[src/rtl/idiv_pkg.sv]
package idiv_pkg;
  typedef enum logic [1:0] {
    ST_IDLE = 2'd0,
    ST_RUN  = 2'd1,
    ST_FIX  = 2'd2
  } idiv_state_e;
endpackage

[src/rtl/idiv_prep.sv]
// Operand conditioning: width selection, sign extraction, magnitudes and
// detection of the two operand pairs that bypass the iterative core.
module idiv_prep #(
  parameter int W = 64
) (
  input  logic         signed_i,
  input  logic         word_i,
  input  logic [W-1:0] num_i,
  input  logic [W-1:0] den_i,
  output logic [W-1:0] dvd_mag_o,   // pre-aligned for the core
  output logic [W-1:0] dsr_mag_o,
  output logic         q_neg_o,
  output logic         bypass_o,
  output logic [W-1:0] bypass_val_o
);
  localparam int HALF = W / 2;

  logic [W-1:0] n_ext, d_ext, n_mag, d_mag;
  logic         n_neg, d_neg, d_zero, ovf;

  always_comb begin
    if (word_i) begin
      n_ext = signed_i ? {{HALF{num_i[HALF-1]}}, num_i[HALF-1:0]}
                       : {{HALF{1'b0}}, num_i[HALF-1:0]};
      d_ext = signed_i ? {{HALF{den_i[HALF-1]}}, den_i[HALF-1:0]}
                       : {{HALF{1'b0}}, den_i[HALF-1:0]};
    end else begin
      n_ext = num_i;
      d_ext = den_i;
    end
    n_neg = signed_i & n_ext[W-1];
    d_neg = signed_i & d_ext[W-1];
    n_mag = n_neg ? (~n_ext + 1'b1) : n_ext;
    d_mag = d_neg ? (~d_ext + 1'b1) : d_ext;
    d_zero = (d_ext == '0);
    if (word_i)
      ovf = signed_i && (num_i[HALF-1:0] == {1'b1, {(HALF-1){1'b0}}})
                     && (d_ext == '1);
    else
      ovf = signed_i && (num_i == {1'b1, {(W-1){1'b0}}}) && (d_ext == '1);
  end

  assign dvd_mag_o = word_i ? (n_mag << HALF) : n_mag;
  assign dsr_mag_o = d_mag;
  assign q_neg_o   = n_neg ^ d_neg;
  assign bypass_o  = d_zero | ovf;

  always_comb begin
    if (d_zero)
      bypass_val_o = '0;
    else if (word_i)
      bypass_val_o = {{HALF{1'b0}}, 1'b1, {(HALF-1){1'b0}}};
    else
      bypass_val_o = {1'b1, {(W-1){1'b0}}};
  end
endmodule

[src/rtl/idiv_core.sv]
// Radix-2 restoring core: one quotient bit per step. The dividend register
// doubles as the quotient register as bits shift out and results shift in.
module idiv_core #(
  parameter int W = 64
) (
  input  logic         clk,
  input  logic         rst_n,
  input  logic         load_i,
  input  logic         step_i,
  input  logic [W-1:0] dvd_i,
  input  logic [W-1:0] dsr_i,
  output logic [W-1:0] quo_o
);
  logic [W-1:0] rem_q, acc_q, dsr_q;
  logic [W:0]   trial;
  logic         fits;

  assign trial = {rem_q, acc_q[W-1]} - {1'b0, dsr_q};
  assign fits  = ~trial[W];

  always_ff @(posedge clk or negedge rst_n) begin
    if (!rst_n) begin
      rem_q <= '0;
      acc_q <= '0;
      dsr_q <= '0;
    end else if (load_i) begin
      rem_q <= '0;
      acc_q <= dvd_i;
      dsr_q <= dsr_i;
    end else if (step_i) begin
      rem_q <= fits ? trial[W-1:0] : {rem_q[W-2:0], acc_q[W-1]};
      acc_q <= {acc_q[W-2:0], fits};
    end
  end

  assign quo_o = acc_q;

  // partial remainder stays below the divisor on every step
  a_r1_rem_bound: assert property (@(posedge clk) disable iff (!rst_n)
    step_i |-> (rem_q < dsr_q));
  // zero divisors never reach the iterating core
  a_r3_no_zero_dsr: assert property (@(posedge clk) disable iff (!rst_n)
    step_i |-> (dsr_q != '0));
endmodule

[src/rtl/idiv_fix.sv]
// Final sign restore and narrow-mode zero extension.
module idiv_fix #(
  parameter int W = 64
) (
  input  logic [W-1:0] mag_i,
  input  logic         neg_i,
  input  logic         word_i,
  output logic [W-1:0] res_o
);
  localparam int HALF = W / 2;
  logic [W-1:0] signed_res;

  assign signed_res = neg_i ? (~mag_i + 1'b1) : mag_i;
  assign res_o = word_i ? {{HALF{1'b0}}, signed_res[HALF-1:0]} : signed_res;
endmodule

[src/rtl/idiv_fixed.sv]
module idiv_fixed
  import idiv_pkg::*;
#(
  parameter int W = 64
) (
  input  logic         clk,
  input  logic         rst_n,
  input  logic         start_i,
  input  logic         signed_i,
  input  logic         word_i,
  input  logic [W-1:0] num_i,
  input  logic [W-1:0] den_i,
  output logic [W-1:0] quot_o,
  output logic         done_o
);
  localparam int HALF = W / 2;
  localparam int CW   = $clog2(W + 1);

  idiv_state_e  state_q;
  logic [CW-1:0] cnt_q;
  logic          neg_q, word_q, done_q;
  logic [W-1:0]  quot_q;

  logic [W-1:0]  dvd_mag, dsr_mag, bypass_val, core_quo, fixed_res;
  logic          q_neg, bypass, accept, core_load, core_step;

  idiv_prep #(.W(W)) u_prep (
    .signed_i    (signed_i),
    .word_i      (word_i),
    .num_i       (num_i),
    .den_i       (den_i),
    .dvd_mag_o   (dvd_mag),
    .dsr_mag_o   (dsr_mag),
    .q_neg_o     (q_neg),
    .bypass_o    (bypass),
    .bypass_val_o(bypass_val)
  );

  assign accept    = (state_q == ST_IDLE) && start_i;
  assign core_load = accept && !bypass;
  assign core_step = (state_q == ST_RUN);

  idiv_core #(.W(W)) u_core (
    .clk   (clk),
    .rst_n (rst_n),
    .load_i(core_load),
    .step_i(core_step),
    .dvd_i (dvd_mag),
    .dsr_i (dsr_mag),
    .quo_o (core_quo)
  );

  idiv_fix #(.W(W)) u_fix (
    .mag_i (core_quo),
    .neg_i (neg_q),
    .word_i(word_q),
    .res_o (fixed_res)
  );

  always_ff @(posedge clk or negedge rst_n) begin
    if (!rst_n) begin
      state_q <= ST_IDLE;
      cnt_q   <= '0;
      neg_q   <= 1'b0;
      word_q  <= 1'b0;
      done_q  <= 1'b0;
      quot_q  <= '0;
    end else begin
      done_q <= 1'b0;
      unique case (state_q)
        ST_IDLE: begin
          if (start_i) begin
            word_q <= word_i;
            neg_q  <= q_neg;
            if (bypass) begin
              quot_q <= bypass_val;
              done_q <= 1'b1;
            end else begin
              cnt_q   <= word_i ? CW'(HALF) : CW'(W);
              state_q <= ST_RUN;
            end
          end
        end
        ST_RUN: begin
          cnt_q <= cnt_q - 1'b1;
          if (cnt_q == CW'(1)) state_q <= ST_FIX;
        end
        ST_FIX: begin
          quot_q  <= fixed_res;
          done_q  <= 1'b1;
          state_q <= ST_IDLE;
        end
        default: state_q <= ST_IDLE;
      endcase
    end
  end

  assign quot_o = quot_q;
  assign done_o = done_q;

  // bypass operands complete on the very next cycle
  a_r5_bypass_fast: assert property (@(posedge clk) disable iff (!rst_n)
    (accept && bypass) |=> done_o);
  // the iteration counter never runs dry while iterating
  a_r5_cnt_live: assert property (@(posedge clk) disable iff (!rst_n)
    (state_q == ST_RUN) |-> (cnt_q != '0));
  // a launch pulse during iteration produces no completion next cycle
  a_r6_busy_ignored: assert property (@(posedge clk) disable iff (!rst_n)
    ((state_q == ST_RUN) && start_i) |=> !done_o);
  // completion only follows the fix-up step or an accepted bypass
  a_r7_done_src: assert property (@(posedge clk) disable iff (!rst_n)
    done_o |-> $past((state_q == ST_FIX) || ((state_q == ST_IDLE) && start_i)));
  // result is held while nothing can update it
  a_r7_hold: assert property (@(posedge clk) disable iff (!rst_n)
    ((state_q == ST_RUN) || ((state_q == ST_IDLE) && !start_i)) |=> $stable(quot_o));
  // narrow results are zero-extended
  a_r8_zero_ext: assert property (@(posedge clk) disable iff (!rst_n)
    (done_o && word_q) |-> (quot_o[W-1:HALF] == '0));
endmodule

[config.mk]
export PLATFORM = sky130hd
export DESIGN_NAME = idiv_fixed
export DESIGN_NICKNAME = d
export VERILOG_FILES = /design/src/rtl/idiv_pkg.sv /design/src/rtl/idiv_prep.sv /design/src/rtl/idiv_core.sv /design/src/rtl/idiv_fix.sv /design/src/rtl/idiv_fixed.sv
export SDC_FILE = /design/constraint.sdc
export NUM_CORES = 1
export LEC_CHECK = 0
export BUFFER_PORTS_ARGS = -buffer_cell sky130_fd_sc_hd__buf_2
export CORE_ASPECT_RATIO = 1.1
export CORE_UTILIZATION = 23
export DETAILED_ROUTE_END_ITERATION = 10
export SLEW_MARGIN = 5
export SYNTH_ARGS = -nofsm -noshare
export SYNTH_HDL_FRONTEND = slang
export SYNTH_SLANG_ARGS = --single-unit
export TNS_END_PERCENT = 20
[constraint.sdc]
create_clock -name clk -period 11.3 [get_ports clk]
set_input_delay 1.13 -clock clk [delete_from_list [all_inputs] [get_ports clk]]
set_output_delay 1.13 -clock clk [all_outputs]
set_load 0.05 [all_outputs]
# Word-level counts from Yosys, hierarchy flattened
# Cells that the tools add are included.
[word_totals]
ff_bits = 268
inputBits = 133
latchBits = 0
ram_bits = 0
rom_bits = 0
memories = 0
[classes]
n_reduce_logical = 16
shift = 0
magnitude_cmp = 0
n_bitwise = 8
mux = 31
n_addsub = 5
div = 0
mul = 0
n_eq_ne = 10
[ops]
columns = ["operator", "count"]
rows = [
  ["$mux 64", 18],
  ["$add 64x1->64 const B", 3],
  ["$not 64->64", 3],
  ["$eq 64x64->1 const B", 2],
  ["$pmux 64 s2", 1],
  ["$sub 65x64->65", 1],
  ["$logic_not 64->1", 1],
  ["$eq 32x32->1 const B", 1],
  ["$mux 7", 3],
  ["$pmux 7 s2", 1],
  ["$reduce_and 3->1", 3],
  ["$eq 7x1->1 const B", 1],
  ["$sub 7x1->7 const B", 1],
  ["$logic_and 1x1->1", 6],
  ["$mux 2", 3],
  ["$ne 2x2->1 const B", 3],
  ["$reduce_bool 2->1", 3],
  ["$pmux 2 s2", 1],
  ["$mux 1", 3],
  ["$and 1x1->1", 2],
  ["$eq 2x1->1 const B", 1],
  ["$eq 2x2->1 const B", 1],
  ["$logic_not 2->1", 1],
  ["$ne 2x1->1 const B", 1],
  ["6 further kinds", 6],
]

# Logic depth before layout (Yosys ltp)
# Gate-level depths: netlist (run 1).
[depth]
depth_word = 9
mapped_depth = 17

# Modules after synthesis
# Synthesis (run 1) repeated with hierarchy kept, for this count alone.
[unflattened]
cells_unflattened = 2971
hier_area_um2 = 23206.0
[modules_own_cells]
columns = ["module", "seq_area_each_um2", "cells_per_inst", "area_per_inst_um2", "instances"]
rows = [
  ["idiv_core", 4804.6, 1448, 12358.1, 1],
  ["idiv_prep", 0.0, 857, 5139.9, 1],
  ["idiv_fixed", 1901.8, 341, 3629.7, 1],
  ["idiv_fix", 0.0, 325, 2078.2, 1],
]

# Worst setup path after synthesis (run 1)
# No wires, ideal clock.
[synth_timing]
kind = "input -> register"
from = "input num_i[13]"
to = "register u_core.acc_q[58] (netlist: u_core.quo_o[58])"
cell_stages = 10
setup_time_ps = 134
t_arrival_ps = 3847
required_time_ps = 11166
n_path_buf = 1
path_slack_ps = 7319
path_cell_list = "or4_1 -> or4_4 -> or4_4 -> nor4_2 -> a22oi_2 -> nand2_2 -> buf_2 -> nor2_1 -> a222oi_1 -> o21ai_1"
[synth_via]
elab_chain_cells = 8
[synth_rtl]
columns = ["element", "line_no", "rtl"]
rows = [
  ["start: declaration", "idiv_fixed.sv:11", "input logic [W-1:0] num_i,"],
  ["parallel branches: the longest is 8 deep, another holds $add 64x1->64", "n/a", ""],
  ["end signal: assignment", "idiv_core.sv:28", "acc_q <= dvd_i;"],
  ["end signal: assignment", "idiv_core.sv:32", "acc_q <= {acc_q[W-2:0], fits};"],
  ["end: declaration", "idiv_core.sv:14", "logic [W-1:0] rem_q, acc_q, dsr_q;"],
]
# Parallel ways; which one is timed is not known.
# A chain may end at the register's enable or synchronous reset.

# Worst setup path in the final report (run 1)
[layout_timing]
from = "input den_i[0]"
to = "register u_core.rem_q[63]"
[layout_via]
elab_chain_cells = 9
[layout_rtl]
columns = ["element", "line_no", "rtl"]
rows = [
  ["start: declaration", "idiv_fixed.sv:12", "input logic [W-1:0] den_i,"],
  ["$mux 64", "idiv_prep.sv:25", "d_ext = signed_i ? {{HALF{den_i[HALF-1]}}, den_i[HALF-1:0]}"],
  ["$mux 64 *", "idiv_prep.sv:22", "if (word_i) begin"],
  ["$eq 64x64->1", "idiv_prep.sv:38, idiv_prep.sv:40", ""],
  ["$logic_and 1x1->1 (on tied branches)", "idiv_prep.sv:40, idiv_prep.sv:38", ""],
  ["$mux 1", "idiv_prep.sv:36", "if (word_i)"],
  ["$or 1x1->1 *", "idiv_prep.sv:46", "assign bypass_o = d_zero | ovf;"],
  ["$logic_not 1->1 *", "idiv_fixed.sv:40", "assign core_load = accept && !bypass;"],
  ["$logic_and 1x1->1 *", "idiv_fixed.sv:40", ""],
  ["$mux 64 or $reduce_bool 2->1 (tied branches)", "n/a", ""],
  ["end signal: assignment", "idiv_core.sv:31", "rem_q <= fits ? trial[W-1:0] : {rem_q[W-2:0], acc_q[W-1]};"],
  ["end: declaration", "idiv_core.sv:14", ""],
]
# Mark *: on every way between the ends. The rest lies on a longest branch, timed or not.

==> metrics.csv, run 1 <==
stage,metric,value,unit
cts,cts_hold_buf,0,
die,die_y,309.7,µm
setup_path,cpMaxStageDelayCell,buf_4,
placed_design,gp_congestion,0.9285,
global_routing,overflow,0,
sta,fmax,0.1816,GHz
setup_path,cpMostUsedCell,buf_4,
routing,via_count,19023,
global_routing,antenna_found_initial,14,
setup_path,crit_start,den_i[0],
job,drv_cap,0,
setup_path,crit_end,u_core.rem_q[63],
outcome,outcome,finished clean,
finish,multi_input_area,12070,µm²
yosys,yosys.area.top_type,dfrtp_1,
global_routing,grt_pass1_wl,108200,µm
yosys,yosysWarnings,0,
sta,fin_skew,0.02459,ns
routing,wl_per_cell,18.75,µm
finish,fill_cells,9291,
cts,clock_latency,0.56,ns
routing,drt.antenna.violating_nets,0,
setup_path,critPathArrivalTime,5.94,ns
sta,whs,0.4680,ns
setup_path,required,11.73,ns
placed_design,portBuffers,197,
power_and_ir_drop,ir_drop,0.3700,mV
setup_path,r2r_slack,6.31,ns
cts,post-cts-setup-buffers,0,
setup_path,worstRegToRegCells,15,
hold_path,min_path_type,register to register,
setup_path,r2r-end,u_core.rem_q[53],
yosys,yosysSeqAreaShare,0.3389,
yosys,synth_area_leaders,"dfrtp_1, o21ai_0, a21oi_1",
power_and_ir_drop,leakagePower,0.009726,µW
routing,drc,0,
yosys,synthArstFlopShare,1.000,
cts,cts_sinks,268,
cts,cts_tree,yes,
yosys,syn-num-nets,2676,
sta,rsz0062_at_grt,false,
sta,max_slew_margin,0.1831,
setup_path,endpoint_kind,register,
finish,fin_area,22950,µm²
die,die_w,281.7,µm
routing,drt_iter0_markers,1511,
setup_path,start_kind,input pin,
yosys,synth_edf_count,0,
finish,nets,2772,
die,dieArea,87230,µm²
setup_path,cp_cell_sequence,"buf_2, inv_1, ha_1, or3b_1, or4_1, nor3_2, and3_1, a22oi_2, a21oi_4, buf_4, buf_4, a31o_2, a21oi_1, o31ai_1",
die,ios,198,
sta,finalSetupViolations,0,
power_and_ir_drop,power.density,326.8,nW/µm²
yosys,synthFlopType,dfrtp_1,
routing,via_per_inst,5.089,
placed_design,place_area,21800,µm²
cts,cts_buffers,35,
yosys,synthTopCellsByCount,"dfrtp_1, o21ai_0, nand2_1, a21oi_1, nor2_1",
yosys,synth_top_area_frac,0.3389,
yosys,syn-cell-area,19790,µm²
sta,tns,0,ns
sta,slew_viol_final,0,
finish,regArea,6708,µm²
setup_path,crit_fanout,53,
global_routing,grt_max_degree,110,
routing,drt_wl_total,70100,µm
sta,period_needed,5.506,ns
yosys,synthCells,2472,
cts,clk_pin_slew,0.05,ns
cts,cts-htree-levels,2,
die,rows,112,
global_routing,gr-usage-all-layers,0.1584,
cts,cts_max_path_buffers,3,
sta,worst_slew_pin_slew,1.214,ns
sta,finalCritPeriodShare,0.4873,
placed_design,dp.final_hpwl,53090,µm
yosys,synth.most_common_cell,dfrtp_1,
sta,hold_viol_final,0,
global_routing,grt_pass1_vias,18112,
setup_path,reg2reg_from,u_core.quo_o[63],
routing,dr.pass1.iters,6,
cts,cts_resized,0,
finish,area_growth_syn_to_layout,15.98,%
yosys,synth-seq-cells,268,
cts,clockRootBuffer,clkbuf_16,
finish,drive_gt1_frac,0.1242,
setup_path,critPathMaxStageDelay,0.64,ns
setup_path,criticalPathCategory,input pin to register,
yosys,ys_types,87,
die,initial_core_util,0.2327,
yosys,avgSynthCellArea,8.006,µm²
die,core-area,85060,µm²
## area by class of cell
type                            instances  area share
Clock inverter                         13    0.005832
Antenna cell                            6   0.0006541
Tap cell                             1140     0.06214
Timing Repair Buffer                  222     0.05167
Inverter                              110     0.01799
Sequential cell                       268      0.2922
Clock buffer                           48     0.04388
Multi-Input combinational cell       1931      0.5256
## critical path: cells and delay by family
| family | cells | cell delay (ns) |
|---|---|---|
| and+or+nand+nor | 4 | 2.11 |
| AOI/OAI and AO/OA | 5 | 1.08 |
| adders and majority gates | 1 | 0.16 |
| buffers and inverters | 4 | 1.39 |
## per-layer routing
metal  share of wire  vias up  GRT usage  wire [µm]
met5         0.00034        -          0         24
met1            0.43     9117     0.2045      30310
met4           0.035        4    0.05801       2471
li1                -     9113          -          -
met2            0.47      658     0.2647      32850
met3           0.063      131    0.02545       4444
## logic make-up after synthesis
logic type	Yosys count	share of synthesized area
xor+xnor	236	0.1044
fa+ha+maj	71	0.04526
buf+inv	273	0.05418
flops	268	0.3389
compound gates	853	0.2681
simple gates	761	0.1840
mux	10	0.005184
## where the power goes
group          internal, µW  leakage, µW  switching [µW]
clock network           672     0.000570             456
logic                  1700      0.00593            2860
registers              1410      0.00322             394
total                  3790      0.00973            3710
## through the flow
stage               setup WS [ns]  cells  power [µW]    util
floorplan                   7.319   2472        5223       -
global placement            5.424   3671        6299  0.2563
detailed placement          5.321   3671        6357  0.2563
CTS                         5.847   3732        7517  0.2697
global route                5.600   3734        8169  0.2697
finish                      5.794   3738        7502  0.2699
## worst min path at each step
stage	end	cells after the start	start	slack, ns
floorplan	u_core.dsr_q[39]	2	u_core.dsr_q[39]	0.44
global placement	quot_o[28]	2	quot_o[28]	0.46
detailed placement	quot_o[15]	2	quot_o[15]	0.47
CTS	quot_o[15]	2	quot_o[15]	0.48
global route	quot_o[27]	2	quot_o[27]	0.49
finish	quot_o[15]	2	quot_o[15]	0.47
## cell usage in the layout, fill, tap and decap left out, drive strengths merged, types with 15 or more instances in the layout
cell type / netlist / routed
a21o: 34 / 34
a21oi: 244 / 244
o31ai: 46 / 46
a31oi: 18 / 18
a22oi: 49 / 49
or3: 27 / 27
o21bai: 16 / 16
a22o: 43 / 43
ha: 70 / 70
nand4: 44 / 44
nor2b: 15 / 15
o21ai: 278 / 278
clkbuf: 123 / 48
nor2: 197 / 197
inv: 110 / 111
nand2: 267 / 267
nand2b: 17 / 17
buf: 40 / 222
dfrtp: 268 / 268
or4: 26 / 26
xnor2: 123 / 123
nor3: 55 / 55
nor4: 33 / 33
xor2: 113 / 113
nand3: 29 / 29
o41ai: 17 / 17
a221o: 23 / 23
## registers in the layout, summed over array words and instances (netlist names)
name          flops
cnt_q             7
done_o            1
neg_q             1
quot_o           64
state_q           2
u_core.dsr_q     64
u_core.quo_o     64
u_core.rem_q     64
word_q            1
Note: power is estimated with default switching activity, not from simulation.
==> inputs of run 2 (changes only) <==
==> constraint.sdc (replaced) <==
create_clock -name clk -period 5.43 [get_ports clk]
set_input_delay 0.543 -clock clk [delete_from_list [all_inputs] [get_ports clk]]
set_output_delay 0.543 -clock clk [all_outputs]
set_load 0.05 [all_outputs]
==> metrics.csv, run 2 (synthesis results as in run 1) <==
stage,metric,value,unit,change
outcome,outcome,finished clean,,unchanged
routing,drc,0,,unchanged
die,rows,112,,unchanged
power_and_ir_drop,p_comb_frac,0.606,,was 0.609
global_routing,grt_pass1_wl,107100,µm,"was 108,200 µm"
setup_path,required,5.85,ns,was 11.73 ns
routing,via_per_inst,5.072,,was 5.089
routing,wl_per_cell,18.59,µm,was 18.75 µm
global_routing,antenna_found_initial,12,,was 14
finish,drive_gt1_frac,0.1279,,was 0.1242
sta,finalCritPeriodShare,0.8373,,
setup_path,crit_fanout,23,,was 53
global_routing,grt_max_degree,123,,was 110
sta,finalSetupViolations,0,,unchanged
global_routing,grt_pass1_vias,18181,,"was 18,112"
die,die_y,309.7,µm,unchanged
placed_design,gp_congestion,0.9185,,was 0.9285
power_and_ir_drop,intPower,7982,µW,was 3790 µW
cts,clk_pin_slew,0.06,ns,was 0.05 ns
routing,drt_iter0_markers,1429,,"was 1,511"
cts,clockRootBuffer,clkbuf_16,,unchanged
finish,fill_cells,9330,,"was 9,291"
die,die_w,281.7,µm,unchanged
setup_path,start_kind,register,,was input pin
power_and_ir_drop,swShare,0.4920,,was 0.4948
die,dieArea,87230,µm²,unchanged
placed_design,dpl_worst_slack,0.8504,ns,was 5.321 ns
die,core-area,85060,µm²,unchanged
finish,area_growth_syn_to_layout,16.76,%,was 15.98%
power_and_ir_drop,clockPowerShare,0.153,,was 0.150
sta,fin_ws,0.8837,ns,was 5.794 ns
cts,post-cts-setup-buffers,0,,unchanged
finish,regArea,6708,µm²,unchanged
sta,rsz0062_at_grt,false,,unchanged
sta,worst_slew_pin_slew,1.168,ns,was 1.214 ns
die,initial_core_util,0.2327,,unchanged
finish,final_cell_mix,"o21ai_0, dfrtp_1, nand2_1",,unchanged
sta,period_needed,4.546,ns,
power_and_ir_drop,power_frac_seq,0.241,,about the same
sta,hold_viol_final,0,,unchanged
power_and_ir_drop,leakagePower,0.009775,µW,was 0.009726 µW
routing,drt.antenna.violating_nets,0,,unchanged
job,drv_cap,0,,unchanged
placed_design,dp.final_hpwl,53100,µm,"was 53,090 µm"
cts,clock_latency,0.57,ns,was 0.56 ns
sta,max_slew_margin,0.2145,,was 0.1831
die,ios,198,,unchanged
power_and_ir_drop,power.density,679.9,nW/µm²,was 326.8 nW/µm²
sta,fmax,0.2200,GHz,
finish,nets,2781,,"was 2,772"
routing,drt_wl_total,69660,µm,"was 70,100 µm"
power_and_ir_drop,ir_drop,0.4359,mV,was 0.3700 mV
cts,cts_hold_buf,0,,unchanged
routing,via_count,19003,,"was 19,023"
sta,slew_viol_final,0,,unchanged
setup_path,endpoint_kind,register,,unchanged
placed_design,portBuffers,197,,unchanged
finish,multi_input_area,12070,µm²,unchanged
setup_path,critPathArrivalTime,4.97,ns,was 5.94 ns
sta,fin_skew,0.02868,ns,was 0.02459 ns
global_routing,overflow,0,,unchanged
cts,cts_tree,yes,,unchanged
setup_path,worstRegToRegCells,16,,was 15
setup_path,criticalPathCategory,register to register,,was input pin to register
cts,cts_resized,0,,unchanged
routing,dr.pass1.iters,6,,unchanged
cts,cts_sinks,268,,unchanged
power_and_ir_drop,switchingPower,7731,µW,was 3711 µW
cts,cts-htree-levels,2,,unchanged
cts,cts_max_path_buffers,3,,unchanged
sta,tns,0,ns,unchanged
hold_path,min_path_type,input pin to asynchronous set/reset pin,,was register to register
cts,cts_buffers,35,,unchanged
global_routing,gr-usage-all-layers,0.1572,,was 0.1584
[run 2: worst paths after layout]
path                                   from               end  slack, ns
max in group asynchronous             rst_n  u_core.dsr_q[29]       4.14
max reg2reg                u_core.quo_o[63]  u_core.rem_q[50]       0.88
min reg2reg                      quot_o[17]        quot_o[17]       0.47
min in group clk                  den_i[17]  u_core.dsr_q[17]       0.32
min                                   rst_n        quot_o[52]       0.05
max                        u_core.quo_o[63]  u_core.rem_q[50]       0.88
[run 2: area by class of cell]
cell class                 count  area share
multi-input combinational   1931      0.5221
sequential                   268      0.2903
tap                         1140     0.06173
timing repair buffer         231     0.05588
clock buffer                  48     0.04261
inverter                     110     0.01787
clock inverter                15    0.009096
antenna                        4   0.0004332
[run 2: power groups by stage]
stage | Combinational (µW) | Sequential, µW | Clock [µW]
2_1_floorplan | 6910 | 3960 | 0
3_3_place_gp | 9390 | 3780 | 0
3_5_place_dp | 9480 | 3790 | 0
4_1_cts | 9520 | 3760 | 2460
5_1_grt | 10600 | 3900 | 2540
6_report | 9520 | 3790 | 2410
[run 2: critical path: stages, from the launching register on]
cell and delay, ns:
dfrtp_1 0.49, inv_1 0.10, ha_1 0.16, inv_1 0.05, fa_1 0.42, a211oi_1 0.26
o21ai_0 0.20, o311ai_0 0.73, a31oi_1 0.32, o21ai_0 0.24, nand3_1 0.18, xnor2_2 0.19
buf_4 0.23, buf_4 0.29, nor3_1 0.08, a222oi_1 0.30, o21ai_0 0.13
[run 2: per-layer routing]
layer  up-vias  GRT usage  wire length, µm
met1      9092     0.2025            30350
li1       9139          -                -
met5         -          0               40
met4         6    0.05814             2295
met2       645     0.2640            32970
met3       121    0.02395             4011
[run 2: per-stage QoR]
step             util  area [µm²]  hold WS (ns)  total power, µW  instances
2_1_floorplan       -       19790        0.2474            10870       2472
3_3_place_gp   0.2575       21900        0.4579            13170       3680
3_5_place_dp   0.2575       21900        0.4662            13270       3680
4_1_cts        0.2715       23100        0.1157            15750       3743
5_1_grt        0.2716       23100        0.1445            17070       3744
6_report       0.2717       23110       0.05118            15710       3747
